--- config.mk ---
export PLATFORM = sky130hd
export DESIGN_NAME = cpu_fifo_bridge
export DESIGN_NICKNAME = d
export VERILOG_FILES = /design/src/rtl/bridge_pkg.sv /design/src/rtl/bridge_flag_sync.sv /design/src/rtl/bridge_pulse_timer.sv /design/src/rtl/bridge_seq.sv /design/src/rtl/cpu_fifo_bridge.sv
export SDC_FILE = /design/constraint.sdc
export NUM_CORES = 1
export LEC_CHECK = 0
export BUFFER_PORTS_ARGS = -buffer_cell sky130_fd_sc_hd__buf_2
export CORE_MARGIN = 3
export CORE_UTILIZATION = 45
export DETAILED_ROUTE_END_ITERATION = 6
export HOLD_SLACK_MARGIN = 0.02
export PLACE_DENSITY_LB_ADDON = 0.2
export SETUP_SLACK_MARGIN = 0.2
export SYNTH_ARGS = -nofsm -noshare
export SYNTH_HDL_FRONTEND = slang
export SYNTH_SLANG_ARGS = --single-unit
--- constraint.sdc ---
create_clock -name clk -period 1.62 [get_ports clk]
set_input_delay 0.081 -clock clk [delete_from_list [all_inputs] [get_ports clk]]
set_output_delay 0.081 -clock clk [all_outputs]
set_load 0.01 [all_outputs]
--- src/rtl/bridge_pkg.sv ---
package bridge_pkg;

    localparam int BYTE_W     = 8;
    localparam int RX_FLAG_BIT = 1;
    localparam int TX_FLAG_BIT = 0;

    typedef enum logic [2:0] {
        ST_IDLE,
        ST_RD_LOW,
        ST_WR_SETUP,
        ST_WR_PULSE,
        ST_WR_HOLD
    } bridge_state_e;

    typedef struct packed {
        logic              is_read;
        logic              is_status;
        logic [BYTE_W-1:0] wdata;
    } bus_req_t;

    function automatic logic [BYTE_W-1:0] pack_status(input logic rx_n, input logic tx_n);
        logic [BYTE_W-1:0] b;
        b              = '0;
        b[RX_FLAG_BIT] = rx_n;
        b[TX_FLAG_BIT] = tx_n;
        return b;
    endfunction

    function automatic int max2(input int a, input int b);
        return (a > b) ? a : b;
    endfunction

endpackage

--- src/rtl/bridge_flag_sync.sv ---
module bridge_flag_sync #(
    parameter int          WIDTH     = 2,
    parameter int          STAGES    = 2,
    parameter logic        RESET_VAL = 1'b1
) (
    input  logic             clk,
    input  logic             rst,
    input  logic [WIDTH-1:0] async_in,
    output logic [WIDTH-1:0] sync_out
);

    logic [WIDTH-1:0] chain [STAGES];

    for (genvar g = 0; g < STAGES; g++) begin : g_stage
        always_ff @(posedge clk) begin
            if (rst) begin
                chain[g] <= {WIDTH{RESET_VAL}};
            end else begin
                if (g == 0) chain[g] <= async_in;
                else        chain[g] <= chain[(g == 0) ? 0 : g-1];
            end
        end
    end

    assign sync_out = chain[STAGES-1];

endmodule

--- src/rtl/bridge_pulse_timer.sv ---
module bridge_pulse_timer #(
    parameter int W = 3
) (
    input  logic         clk,
    input  logic         rst,
    input  logic         load,
    input  logic [W-1:0] load_val,
    output logic         expired
);

    logic [W-1:0] cnt_q;

    always_ff @(posedge clk) begin
        if (rst) begin
            cnt_q <= '0;
        end else if (load) begin
            cnt_q <= load_val;
        end else if (cnt_q != '0) begin
            cnt_q <= cnt_q - 1'b1;
        end
    end

    assign expired = (cnt_q == '0);

endmodule

--- src/rtl/bridge_seq.sv ---
module bridge_seq
    import bridge_pkg::*;
#(
    parameter int RD_CYCLES = 3,
    parameter int WR_CYCLES = 4,
    parameter int CNT_W     = 3
) (
    input  logic              clk,
    input  logic              rst,
    input  logic              req_valid,
    input  bus_req_t          req,
    input  logic              rx_n_s,
    input  logic              tx_n_s,
    input  logic [BYTE_W-1:0] fifo_din,
    input  logic              tmr_expired,
    output logic              tmr_load,
    output logic [CNT_W-1:0]  tmr_val,
    output logic              rd_n,
    output logic              wr,
    output logic              oe,
    output logic [BYTE_W-1:0] dout,
    output logic [BYTE_W-1:0] rdata,
    output logic              done,
    output logic              busy
);

    bridge_state_e st_q, st_d;
    logic          accept_idle;
    logic          status_rd_go;
    logic          status_any_go;
    logic          data_wr_go;
    logic          rd_finish;

    assign accept_idle   = req_valid && (st_q == ST_IDLE);
    assign status_any_go = accept_idle && req.is_status;
    assign status_rd_go  = status_any_go && req.is_read;
    assign data_wr_go    = accept_idle && !req.is_status && !req.is_read;
    assign rd_finish     = (st_q == ST_RD_LOW) && tmr_expired;

    always_comb begin
        st_d     = st_q;
        tmr_load = 1'b0;
        tmr_val  = '0;
        unique case (st_q)
            ST_IDLE: begin
                if (accept_idle && !req.is_status) begin
                    if (req.is_read) begin
                        st_d     = ST_RD_LOW;
                        tmr_load = 1'b1;
                        tmr_val  = CNT_W'(RD_CYCLES - 1);
                    end else begin
                        st_d = ST_WR_SETUP;
                    end
                end
            end
            ST_RD_LOW: begin
                if (tmr_expired) st_d = ST_IDLE;
            end
            ST_WR_SETUP: begin
                st_d     = ST_WR_PULSE;
                tmr_load = 1'b1;
                tmr_val  = CNT_W'(WR_CYCLES - 1);
            end
            ST_WR_PULSE: begin
                if (tmr_expired) st_d = ST_WR_HOLD;
            end
            ST_WR_HOLD: begin
                st_d = ST_IDLE;
            end
            default: st_d = ST_IDLE;
        endcase
    end

    always_ff @(posedge clk) begin
        if (rst) begin
            st_q  <= ST_IDLE;
            rd_n  <= 1'b1;
            wr    <= 1'b0;
            oe    <= 1'b0;
            dout  <= '0;
            rdata <= '0;
            done  <= 1'b0;
        end else begin
            st_q <= st_d;
            rd_n <= (st_d != ST_RD_LOW);
            wr   <= (st_d == ST_WR_PULSE);
            oe   <= (st_d == ST_WR_SETUP) || (st_d == ST_WR_PULSE) || (st_d == ST_WR_HOLD);
            if (data_wr_go) begin
                dout <= req.wdata;
            end
            if (status_rd_go) begin
                rdata <= pack_status(rx_n_s, tx_n_s);
            end else if (rd_finish) begin
                rdata <= fifo_din;
            end
            done <= status_any_go || rd_finish || (st_q == ST_WR_HOLD);
        end
    end

    assign busy = (st_q != ST_IDLE);

endmodule

--- src/rtl/cpu_fifo_bridge.sv ---
module cpu_fifo_bridge
    import bridge_pkg::*;
#(
    parameter int RD_CYCLES   = 3,
    parameter int WR_CYCLES   = 4,
    parameter int SYNC_STAGES = 2
) (
    input  logic              clk,
    input  logic              rst,
    input  logic              bus_en,
    input  logic              bus_sel,
    input  logic              bus_reg,
    input  logic              bus_rnw,
    input  logic [BYTE_W-1:0] bus_wdata,
    output logic [BYTE_W-1:0] bus_rdata,
    output logic              bus_done,
    output logic              bus_busy,
    input  logic [BYTE_W-1:0] fifo_din,
    output logic [BYTE_W-1:0] fifo_dout,
    output logic              fifo_dout_oe,
    output logic              fifo_rd_n,
    output logic              fifo_wr,
    input  logic              fifo_rx_avail_n,
    input  logic              fifo_tx_room_n
);

    localparam int MAX_CYC = max2(RD_CYCLES, WR_CYCLES);
    localparam int CNT_W   = (MAX_CYC < 2) ? 1 : $clog2(MAX_CYC);

    bus_req_t          req;
    logic              req_valid;
    logic [1:0]        flags_s;
    logic              tmr_load;
    logic [CNT_W-1:0]  tmr_val;
    logic              tmr_expired;

    assign req_valid     = bus_en && bus_sel;
    assign req.is_read   = bus_rnw;
    assign req.is_status = bus_reg;
    assign req.wdata     = bus_wdata;

    bridge_flag_sync #(
        .WIDTH     (2),
        .STAGES    (SYNC_STAGES),
        .RESET_VAL (1'b1)
    ) u_flag_sync (
        .clk      (clk),
        .rst      (rst),
        .async_in ({fifo_rx_avail_n, fifo_tx_room_n}),
        .sync_out (flags_s)
    );

    bridge_pulse_timer #(
        .W (CNT_W)
    ) u_timer (
        .clk      (clk),
        .rst      (rst),
        .load     (tmr_load),
        .load_val (tmr_val),
        .expired  (tmr_expired)
    );

    bridge_seq #(
        .RD_CYCLES (RD_CYCLES),
        .WR_CYCLES (WR_CYCLES),
        .CNT_W     (CNT_W)
    ) u_seq (
        .clk         (clk),
        .rst         (rst),
        .req_valid   (req_valid),
        .req         (req),
        .rx_n_s      (flags_s[1]),
        .tx_n_s      (flags_s[0]),
        .fifo_din    (fifo_din),
        .tmr_expired (tmr_expired),
        .tmr_load    (tmr_load),
        .tmr_val     (tmr_val),
        .rd_n        (fifo_rd_n),
        .wr          (fifo_wr),
        .oe          (fifo_dout_oe),
        .dout        (fifo_dout),
        .rdata       (bus_rdata),
        .done        (bus_done),
        .busy        (bus_busy)
    );

endmodule

==> summary by stage, run 1 <==
Clock network
The CTS sink count is 29. At the later pin of the worst-skew pair, clock insertion delay measures 330 ps. The root buffer cell chosen for the clock tree is sky130_fd_sc_hd__clkbuf_4. CTS built an H-tree with a depth of 2.

The number of buffers inserted during clock tree synthesis is 5. The clock tree from TritonCTS is built. After clock tree synthesis, the clock-pin slew on the worst setup and hold paths is 90 ps.

No sink is reached through more buffers than the 2 on the longest clock path.

Yosys
The synthesized design contains 0 enable-type register cells. The share of synthesized flip-flops with an asynchronous set or reset is 0. Yosys printed 0 warnings. The per-instance average area after synthesis is 9.74 um2. The synthesized netlist contains 32 unique library cells. The sequential-to-total area share from yosys stat is 0.497.

Synthesis produced a netlist with a net count of 145. The netlist area before placement is 1170 um2. The most used flip-flop cell after synthesis is sky130_fd_sc_hd__dfxtp_1. The synthesized instance count is 120. The flip-flop and latch count after synthesis is 29.

Detailed routing
The first detailed-routing pass took 4 iterations. For this block, the initial DRC count from the detailed router was 32. The routed wire length is 2610 um. Dividing the detail-routed via count by the number of cells gives 4.99. The number of nets still failing antenna checks after routing is 0. The routed length per placed instance is 12.1 um. The routed layout has 1,077 vias. The DRC violation count after routing is 0.

Finish
In the layout the commonest cells are sky130_fd_sc_hd__buf_2, sky130_fd_sc_hd__dfxtp_1, sky130_fd_sc_hd__nand2_1, sky130_fd_sc_hd__dlygate4sd3_1, sky130_fd_sc_hd__mux2i_1. The finished cells cover 1750 um2. The area growth from synthesis to layout is 49.4%. 0 antenna diodes ended up in the layout.

The final cell utilization of the core is 0.746. The library cell used most frequently in the layout, excluding fill and tap cells, is sky130_fd_sc_hd__buf_2. Of the cells placed in the final design, the portion with a size suffix greater than 1 is 0.431. In the final design database the tool counted 212 nets. The layout has 170 filler cells. Leaving out filler cells and counting taps, the final layout contains 216.

Pwr
The relative contribution of the clock network to total power is 0.283. VDD sags by at most 877 uV. Cell internal power was estimated by the tool at 1.29 mW. The share of total power dissipated in combinational logic is 0.265. In this run the static leakage power is 0.739 nW. The share of total power dissipated in sequential elements is 0.452. The post-layout total power is 1.76 mW. The analysis attributes to net switching a power of 468 uW. The power density normalized to cell area is 1010 nW/um2.

The switching part of the total is 0.267.

Global route
The global-route wire length before repair is 4330 um. Summed over all layers, the global routing overflow is 0. The initial antenna violation count came to 0.

The via count of the first global-routing pass is 1,034. The largest net degree at the start of global routing is 22. Across every metal layer, demand over resource in global routing totals 0.170.

Setup path
The endpoint of the lowest-slack register-to-register path is u_seq.rdata[0]. Across all register-to-register paths, the minimum setup slack is 210 ps. STA puts the critical path data required time at 1880 ps.

The startpoint of the most critical setup path is u_seq.st_q[1]. STA classifies the critical path startpoint as a flip-flop. The critical path class is flip-flop to flip-flop. Along the worst path, the maximum fanout reaches 6. The depth of the worst register-to-register path is 3.

The category of the worst setup path capture point is a flip-flop. In this run the worst setup path terminates at u_seq.rdata[0]. The launching point of the worst reg2reg path is u_seq.st_q[1].

The arrival time of the worst setup path is 1670 ps.

STA
The clock skew after layout is 6.28 ps. Once routing completed, OpenROAD measured the worst setup slack at 211 ps. Setup repair after global routing could not meet its margin everywhere. Static timing analysis puts the maximum clock frequency at 710 MHz. The setup violation total in the final timing report is 0. The worst slew slack as a fraction of its limit is 0.549.

The worst hold slack is 48.8 ps. The smallest clock period supported by the final layout is computed as 1410 ps. The count of pins over their slew limit was 0. Dividing the final minimum period by the clock period gives 0.870.

The transition time of the tightest slew-check pin is 676 ps. The setup TNS is 0 ps. The number of hold violations in the final report is 0.

Floorplanning
45 I/O pins were placed. The initial core utilization is 0.499. The horizontal die dimension is 57.0 um. The number of cell rows is 17. The area of the core is 2340 um2. The overall die height is 57.0 um.

The overall die area is 3240 um2.

Run
Max-cap violations in this run came to 0.

Placed design
Routability-driven placement finished with a final weighted congestion of 0.804. Port buffering added 44 buffers. The total cell area at the placement stage is 1440 um2. The HPWL after detailed placement is 1760 um. At the placement stage, the worst setup path has a slack of 134 ps.

The number of cells in the design after placement is 189.

Run status
The flow ran to the end, and the final reports show no timing, DRC or antenna violations.

Hold path
The tightest min-delay check is of the input port to flip-flop type.
==> cells by family (layout without fill, tap and decap cells) <==
| family | count (synthesis) | in the layout | synth area share |
|---|---|---|---|
| buffers and inverters | 9 | 77 | 0.0375 |
| adder cells (fa/ha/maj) | 1 | 1 | 0.0107 |
| AND/OR/NAND/NOR | 48 | 48 | 0.222 |
| XOR/XNOR | 1 | 1 | 0.00750 |
| AO/OA/AOI/OAI | 15 | 15 | 0.0792 |
| flip-flops | 29 | 29 | 0.497 |
| multiplexers | 17 | 17 | 0.147 |
==> cell type report <==
class	instances	area (um2)	share of cell area
multi-input cells	82	598	0.343
flip-flops and latches	29	593	0.340
repair buffers	66	438	0.251
clock buffers	7	65.1	0.0373
well taps	28	35.0	0.0201
inverters	3	11.3	0.00645
clock inverters	1	5.00	0.00287
==> routing by layer <==
| layer | track usage | part of all wire | vias up |
|---|---|---|---|
| li1 | - | - | 541 |
| met1 | 0.181 | 0.40 | 492 |
| met2 | 0.297 | 0.50 | 41 |
| met3 | 0.0814 | 0.093 | 3 |
| met4 | 0.0497 | 0.0073 | 0 |
| met5 | 0 | 0 | - |
==> power by group through the flow <==
stage               clock network, mW  registers (mW)  logic, mW
global route                    0.546           0.799      0.511
global placement                    0           0.807      0.369
detailed placement                  0           0.809      0.376
floorplan                           0           0.813      0.246
CTS                             0.512           0.790      0.431
finish                          0.497           0.794      0.465
==> sequential cells by signal, indices dropped and copies added, names as in the netlist <==
name               cells
u_seq.rdata            8
u_seq.st_q             3
u_seq.rd_n             1
u_seq.done             1
u_seq.wr               1
u_seq.dout             8
u_timer.cnt_q          2
u_seq.oe               1
u_flag_sync.chain      4
==> worst min-delay path by stage <==
stage / slack, ps / start / to / cells after the start
2_1_floorplan: 180 / fifo_tx_room_n / u_flag_sync.chain[0][0] / 1
3_3_place_gp: 270 / fifo_tx_room_n / u_flag_sync.chain[0][0] / 2
3_5_place_dp: 270 / fifo_tx_room_n / u_flag_sync.chain[0][0] / 2
4_1_cts: 40 / fifo_din[0] / u_seq.rdata[0] / 3
5_1_grt: 60 / rst / u_timer.cnt_q[0] / 2
6_report: 50 / rst / u_timer.cnt_q[0] / 2
==> cells in the mapped netlist, drive strengths merged (2+ instances only) <==
cell type	number	share of area
inv	3	0.0096
clkbuf	3	0.0096
o31ai	2	0.013
dfxtp	29	0.50
nor2	8	0.026
or2	6	0.032
a31oi	2	0.011
a21oi	6	0.026
mux2i	16	0.14
buf	3	0.018
nor3	4	0.027
nand2	18	0.058
o21ai	2	0.0086
or3	2	0.015
nand2b	4	0.021
==> what timing repair did <==
action / in CTS / in global routing
hold buffers: 16 / 0
buffers inserted: 2 / 1
hold endpoints to repair: 16 / 0
gates resized for setup: 8 / 12
pin swaps: 1 / 6
setup endpoints to repair: 19 / 20
==> critical path: stages (launching register included) <==
cell and delay, ps:
sky130_fd_sc_hd__dfxtp_4 380, sky130_fd_sc_hd__or4b_4 590, sky130_fd_sc_hd__or2_4 260, sky130_fd_sc_hd__a21oi_1 110
Power figures use the tool's default switching activity.
==> run 2, diff against run 1 <==
--- a/config.mk
+++ b/config.mk
@@ -7,11 +7,12 @@
 export LEC_CHECK = 0
 export BUFFER_PORTS_ARGS = -buffer_cell sky130_fd_sc_hd__buf_2
 export CORE_MARGIN = 3
-export CORE_UTILIZATION = 45
+export CORE_UTILIZATION = 42
 export DETAILED_ROUTE_END_ITERATION = 6
 export HOLD_SLACK_MARGIN = 0.02
 export PLACE_DENSITY_LB_ADDON = 0.2
 export SETUP_SLACK_MARGIN = 0.2
+export SLEW_MARGIN = 20
 export SYNTH_ARGS = -nofsm -noshare
 export SYNTH_HDL_FRONTEND = slang
 export SYNTH_SLANG_ARGS = --single-unit
==> constraint.sdc (replaced) <==
create_clock -name clk -period 1.1 [get_ports clk]
set_input_delay 0.055 -clock clk [delete_from_list [all_inputs] [get_ports clk]]
set_output_delay 0.055 -clock clk [all_outputs]
set_load 0.01 [all_outputs]
==> summary by stage, run 2 (synthesized netlist as in run 1, its figures left out) <==
Floorplanning
The floorplan step set the die height to 58.8 um. The horizontal die dimension is 58.8 um. For this design the top-level I/O count stands at 45.

The floorplan step defined a core boundary enclosing 2570 um2. The die covers 3450 um2. The initial core utilization is 0.455.

The number of cell rows is 18.

Setup path
STA classifies the critical path startpoint as a flip-flop. Across all register-to-register paths, the minimum setup slack is -310 ps. The critical-path maximum fanout is 6. In this design, the largest share of critical-path delay is due to simple AND/OR/NAND/NOR gates. The critical path data required time is 1370 ps. On the worst path, the slowest cell contributes a delay of 590 ps.

The launching point of the worst reg2reg path is u_seq.st_q[2]. The combined buffer and inverter count along the critical path is 0. Among all stages on the critical path, the largest delay is contributed by sky130_fd_sc_hd__or4b_4. The depth of the worst register-to-register path is 3. The worst setup path is captured at a flip-flop. The endpoint of the lowest-slack register-to-register path is u_seq.rdata[0]. The arrival time of the worst setup path is 1680 ps. The signal on the critical path passes through or4b_4 -> or2_1 -> a21oi_1. The critical path class is flip-flop to flip-flop.

Placed design
The total cell area at the placement stage is 1530 um2. Buffers placed on the I/O ports in this run total 44. The post-placement worst setup slack is -338 ps. The congestion estimate from routability-driven global placement came to 0.833. Detailed placement ended at an HPWL of 1980 um. Counting tap cells, the placed design contains a total of 201 instances.

Detailed routing
The first detailed-routing pass took 4 iterations. Summed over all layers, the routed wires come to 3000 um. In the routed layout, each cell is associated on average with a via count of 4.90. In this run, the number of DRC markers left after iteration 0 of detailed routing was 16. The count of nets left with antenna violations once routing finished came out at 0. The routed length per placed instance is 13.1 um. For this block, the via count after detailed routing is 1,121. In the routed design, unresolved DRC markers number 0.

Finish
The final cell utilization of the core is 0.742. The number of inserted filler cells in the final layout is 193. The library cell used most frequently in the layout, excluding fill and tap cells, is sky130_fd_sc_hd__buf_2. The fraction of layout cells with a size suffix above 1 is 0.523. The largest registers in the layout are u_seq.dout (8), u_seq.rdata (8), u_flag_sync.chain (4). Excluding fillers, the count of instances in the completed layout stands at 229.

The post-route standard cell area excluding fillers is 1900 um2. The final-stage net count is 223. The area growth from synthesis to layout is 63.0%. The repair_antennas step left the layout with diodes totalling 0.

The library cells used most frequently in the layout, excluding fill and tap cells, are sky130_fd_sc_hd__buf_2, sky130_fd_sc_hd__dfxtp_1, sky130_fd_sc_hd__dlygate4sd3_1, sky130_fd_sc_hd__nand2_1, sky130_fd_sc_hd__mux2i_1.

Pwr
Across the VDD grid, the largest voltage drop is 1180 uV. The analysis attributes to cell leakage a power of 0.815 nW. The post-layout total power is 2.66 mW. The power density normalized to cell area is 1400 nW/um2.

Global route
In the global route stage, overall resource usage came out at 0.181. The via count of the first global-routing pass is 1,101. The largest net degree at the start of global routing is 17.

The global-route wire length before repair is 4730 um. For this run the aggregate overflow at the end of global routing stands at 0. The initial antenna violation count is 0.

STA
The number of hold violations in the final report came to 0. The transition time of the tightest slew-check pin is 289 ps. The count of pins over their slew limit was 0. The final critical delay including setup and external delays is 1410 ps. Static timing analysis puts the maximum clock frequency at 710 MHz.

The smallest setup slack after layout is -308 ps. The worst hold slack is 51.3 ps. Setup repair after global routing could not meet its margin everywhere. The portion of the clock cycle consumed by the worst path in the final layout is 1.28. In this run the tightest slew margin relative to its limit is 0.806. The clock skew after layout is 7.96 ps. The setup TNS is -5630 ps. Setup violations remaining at the end of the flow were counted as 23.

Hold path
The class of the most critical hold timing path is input port to flip-flop. The sink of the worst hold path is u_seq.st_q[1]. The number of stages on the worst hold path is 2.

The worst hold path begins at rst.

Clock network
The tree is rooted in a sky130_fd_sc_hd__clkbuf_4. Clock tree synthesis found a total of 29 sinks. The clock tree from TritonCTS is built. TritonCTS created 5 clock buffers. After clock tree synthesis, the clock-pin slew on the worst setup and hold paths is 100 ps. In this run the number of H-tree levels came out at 2. The clock insertion delay at the later pin of the skew report is 330 ps. The clock passes through at most 2 buffers.

Run status
The checks that failed: setup timing. The flow ran to the end, but the final reports show violations.

Run
Max-cap violations in this run came to 0.
==> run 2: routing by layer <==
metal	vias up	routed length, um	global-route usage
met4	0	49	0.0583
li1	567	-	-
met1	512	1220	0.198
met3	6	188	0.0614
met2	36	1540	0.325
met5	-	0	0
==> run 2: worst max-delay path by stage <==
stage	startpoint	end	slack [ps]	depth (start not counted)
finish	u_seq.st_q[2]	u_seq.rdata[0]	-310	3
CTS	u_seq.st_q[2]	u_seq.rdata[0]	-310	5
detailed placement	u_seq.st_q[1]	u_seq.rdata[0]	-340	5
floorplan	u_seq.st_q[0]	u_seq.dout[0]	-390	4
global placement	u_seq.st_q[1]	u_seq.rdata[1]	-260	5
global route	u_seq.st_q[1]	u_seq.dout[5]	-350	4
==> run 2: layout make-up <==
class                           count  area (um2)  share of cell area
Multi-Input combinational cell     82         662               0.348
Clock buffer                        5        37.5              0.0197
Timing Repair Buffer               77         544               0.286
Sequential cell                    29         594               0.312
Clock inverter                      3        17.5             0.00920
Tap cell                           30        37.5              0.0197
Inverter                            3        11.3             0.00591
==> run 2: worst reg2reg max path: stages (launching register included) <==
cell and delay (ps):
sky130_fd_sc_hd__dfxtp_4 370, sky130_fd_sc_hd__or4b_4 590, sky130_fd_sc_hd__or2_1 260, sky130_fd_sc_hd__a21oi_1 140
==> run 2: repair_timing <==
action                                  4_1_cts  5_1_grt
gates resized for setup                      23       11
setup buffers                                 1        1
endpoints found under the setup margin       26       34
hold buffers                                 18        0
pin swaps                                     6        5
hold endpoints to repair                     18        0
==> run 2: report_power, final <==
part	total, mW	leakage, nW	switching (mW)	internal [mW]
Clock	0.618	0.0310	0.378	0.240
Sequential	1.17	0.241	0.0366	1.14
Combinational	0.871	0.544	0.366	0.505
==> run 3, diff against run 2 <==
--- a/config.mk
+++ b/config.mk
@@ -10,7 +10,7 @@
 export CORE_UTILIZATION = 42
 export DETAILED_ROUTE_END_ITERATION = 6
 export HOLD_SLACK_MARGIN = 0.02
-export PLACE_DENSITY_LB_ADDON = 0.2
+export PLACE_DENSITY = 0.73
 export SETUP_SLACK_MARGIN = 0.2
 export SLEW_MARGIN = 20
 export SYNTH_ARGS = -nofsm -noshare
==> summary by stage, run 3 (synthesized netlist as in run 1, its figures left out) <==
Run status
The flow ran to the end, but the final reports show violations. The checks that failed: setup timing.

Finish
The final cell utilization of the core is 0.737. After the last flow step, the layout net total stands at 223. Of the cells placed in the final design, the portion with a size suffix greater than 1 is 0.492.

The post-route non-filler standard cell count is 229. Fill cells in the final layout number 193. The leading cell type in the layout, fill and taps excluded is sky130_fd_sc_hd__buf_2. Relative to the synthesized area, the layout overhead comes to 62.0%.

In the final layout, the registers with the most flip-flops are u_seq.dout (8), u_seq.rdata (8), u_flag_sync.chain (4). The diode insertion count for antenna repair is 0. Leaving out fill and tap cells, the most frequent cells in the layout are sky130_fd_sc_hd__buf_2, sky130_fd_sc_hd__dfxtp_1, sky130_fd_sc_hd__nand2_1, sky130_fd_sc_hd__dlygate4sd3_1, sky130_fd_sc_hd__mux2i_1.

Detailed routing
The routed length per placed instance is 12.9 um. After detailed routing, the number of remaining DRC violations is 0. The number of nets still failing antenna checks after routing is 0. The per-cell via count in the routed design is 4.94.

The first TritonRoute pass finished after 5 iterations. The first routing iteration left 53 violations. For this block, the via count after detailed routing is 1,132. The routed wire length is 2940 um.

Setup path
On the critical path, the stage with the largest delay is an instance of sky130_fd_sc_hd__or4b_4. STA classifies the critical path endpoint as a flip-flop. In this design, the stage delay of the slowest critical-path cell is 600 ps. The combined buffer and inverter count along the critical path is 0. Of all nets on the critical path, the largest fanout is 6. Traced cell by cell, the critical path runs through or4b_4 -> o31ai_1 -> a21oi_1.

The kind of cell with the highest combined delay on the critical path is simple AND/OR/NAND/NOR gates. At the worst endpoint, the arrival time is 1610 ps. STA classifies the critical path startpoint as a flip-flop. The critical path is of the flip-flop to flip-flop type. For the worst setup path, the data required time is 1310 ps.

Global route
In the global route stage, overall resource usage came out at 0.181. The initial antenna violation count is 0. Entering global routing, the biggest net connects 17 pins.

The aggregate global routing overflow is 0. The first global-routing pass estimated 4810 um of wire. The via count of the first global-routing pass is 1,141.

Pwr
The static leakage is 0.822 nW. Dividing total power by cell area gives a power density of 1560 nW/um2. The maximum vdd drop is 1190 uV.

Clock network
The clock input transition at the sequential cells of the worst setup and hold paths is 90 ps. No sink is reached through more buffers than the 2 on the longest clock path. The total number of H-tree levels is 2. The CTS sink count is 29. The root buffer cell chosen for the clock tree is sky130_fd_sc_hd__clkbuf_4. In this run, CTS created clock tree buffers numbering 5. The clock reaches the later pin of the worst-skew pair after 330 ps. TritonCTS built the clock tree.

Placed design
The number of placed instances, taps included, is 202. The post-placement worst setup slack is -278 ps. The quantity of I/O buffers inserted on ports is 44. The weighted congestion at the end of routability-driven global placement is 0.833. The wire-length estimate of the detail-placed layout is 1940 um.

STA
The number of hold violations in the final report was 0. On the final layout, the worst hold slack is 49.7 ps. The clock skew after layout is 9.01 ps.

The setup violation total in the final timing report is 23. Setup repair after global routing could not meet its margin everywhere. The count of pins over their slew limit was 0. The portion of the clock cycle consumed by the worst path in the final layout is 1.27. Across all setup checks in the final design, the least slack found is -298 ps. At the pin with the least slew margin, the transition time is 304 ps. The final critical delay including setup and external delays is 1400 ps.

Measured against its own limit, the worst slew margin works out to 0.797. Timing would allow up to 715 MHz.

Hold path
The class of the most critical hold timing path is input port to flip-flop.

Run
The tool flagged a number of max-cap violations equal to 0.

Floorplanning
The horizontal die dimension is 58.8 um. The number of I/O pins is 45. The initial utilization of the core area, before any placement, comes to 0.455. In this run the core area contains 18 standard-cell rows. The area of the core is 2570 um2. From bottom edge to top edge, the die measures 58.8 um. The die covers 3450 um2.
-- run 3: changes by cell type in the layout (fill, tap and decap cells not counted), sizes merged --
cell         change
clkinv           -2
clkinvlp         -1
bufinv           +1
clkbuf           +2
dlygate4sd3      -1
buf              +1
-- run 3: timing repair --
item | 4_1_cts | 5_1_grt
pin swaps | 4 | 6
setup buffers | 1 | 1
resized for setup | 12 | 12
hold endpoints to repair | 17 | 0
hold buffers | 17 | 0
setup endpoints to repair | 26 | 29
cloned | 0 | 0
-- run 3: final cells by class --
type / instances / area (um2) / area share
timing repair buffer: 77 / 531 / 0.280
sequential: 29 / 589 / 0.311
clock buffer: 7 / 55.1 / 0.0291
multi-input combinational: 82 / 639 / 0.338
clock inverter: 1 / 30.0 / 0.0159
inverter: 3 / 11.3 / 0.00595
tap: 30 / 37.5 / 0.0198
-- run 3: through the flow --
stage	setup TNS (ps)	total power [mW]	cell area, um2
final	-5540	2.95	1890
after global routing	-6860	3.09	1890
after CTS	-5620	2.86	1850
after detailed placement	-5350	1.82	1540
after global placement	-4600	1.79	1540
after floorplan	-6460	1.58	1190
-- run 3: worst paths after layout --
check | from | to | slack [ps] | depth (start not counted)
min | fifo_din[0] | u_seq.rdata[0] | 50 | 3
max | u_seq.st_q[1] | u_seq.rdata[0] | -300 | 3
min reg2reg | u_flag_sync.chain[0][0] | u_flag_sync.chain[1][0] | 420 | 1
max reg2reg | u_seq.st_q[1] | u_seq.rdata[0] | -300 | 3
-- run 3: routing by layer --
layer / wire, um / GRT usage
met2: 1570 / 0.323
met4: 38 / 0.0939
met1: 1190 / 0.198
met5: 0 / 0
met3: 148 / 0.0417
-- run 3: power breakdown --
group	internal, mW	switching [mW]
combinational	0.509	0.360
clock	0.543	0.364
sequential	1.13	0.0400
total	2.19	0.764
-- run 3: tightest hold or removal path, cell delays in order --
cell and delay (ps):
sky130_fd_sc_hd__buf_2 80, sky130_fd_sc_hd__mux2i_1 60, sky130_fd_sc_hd__a21oi_1 140
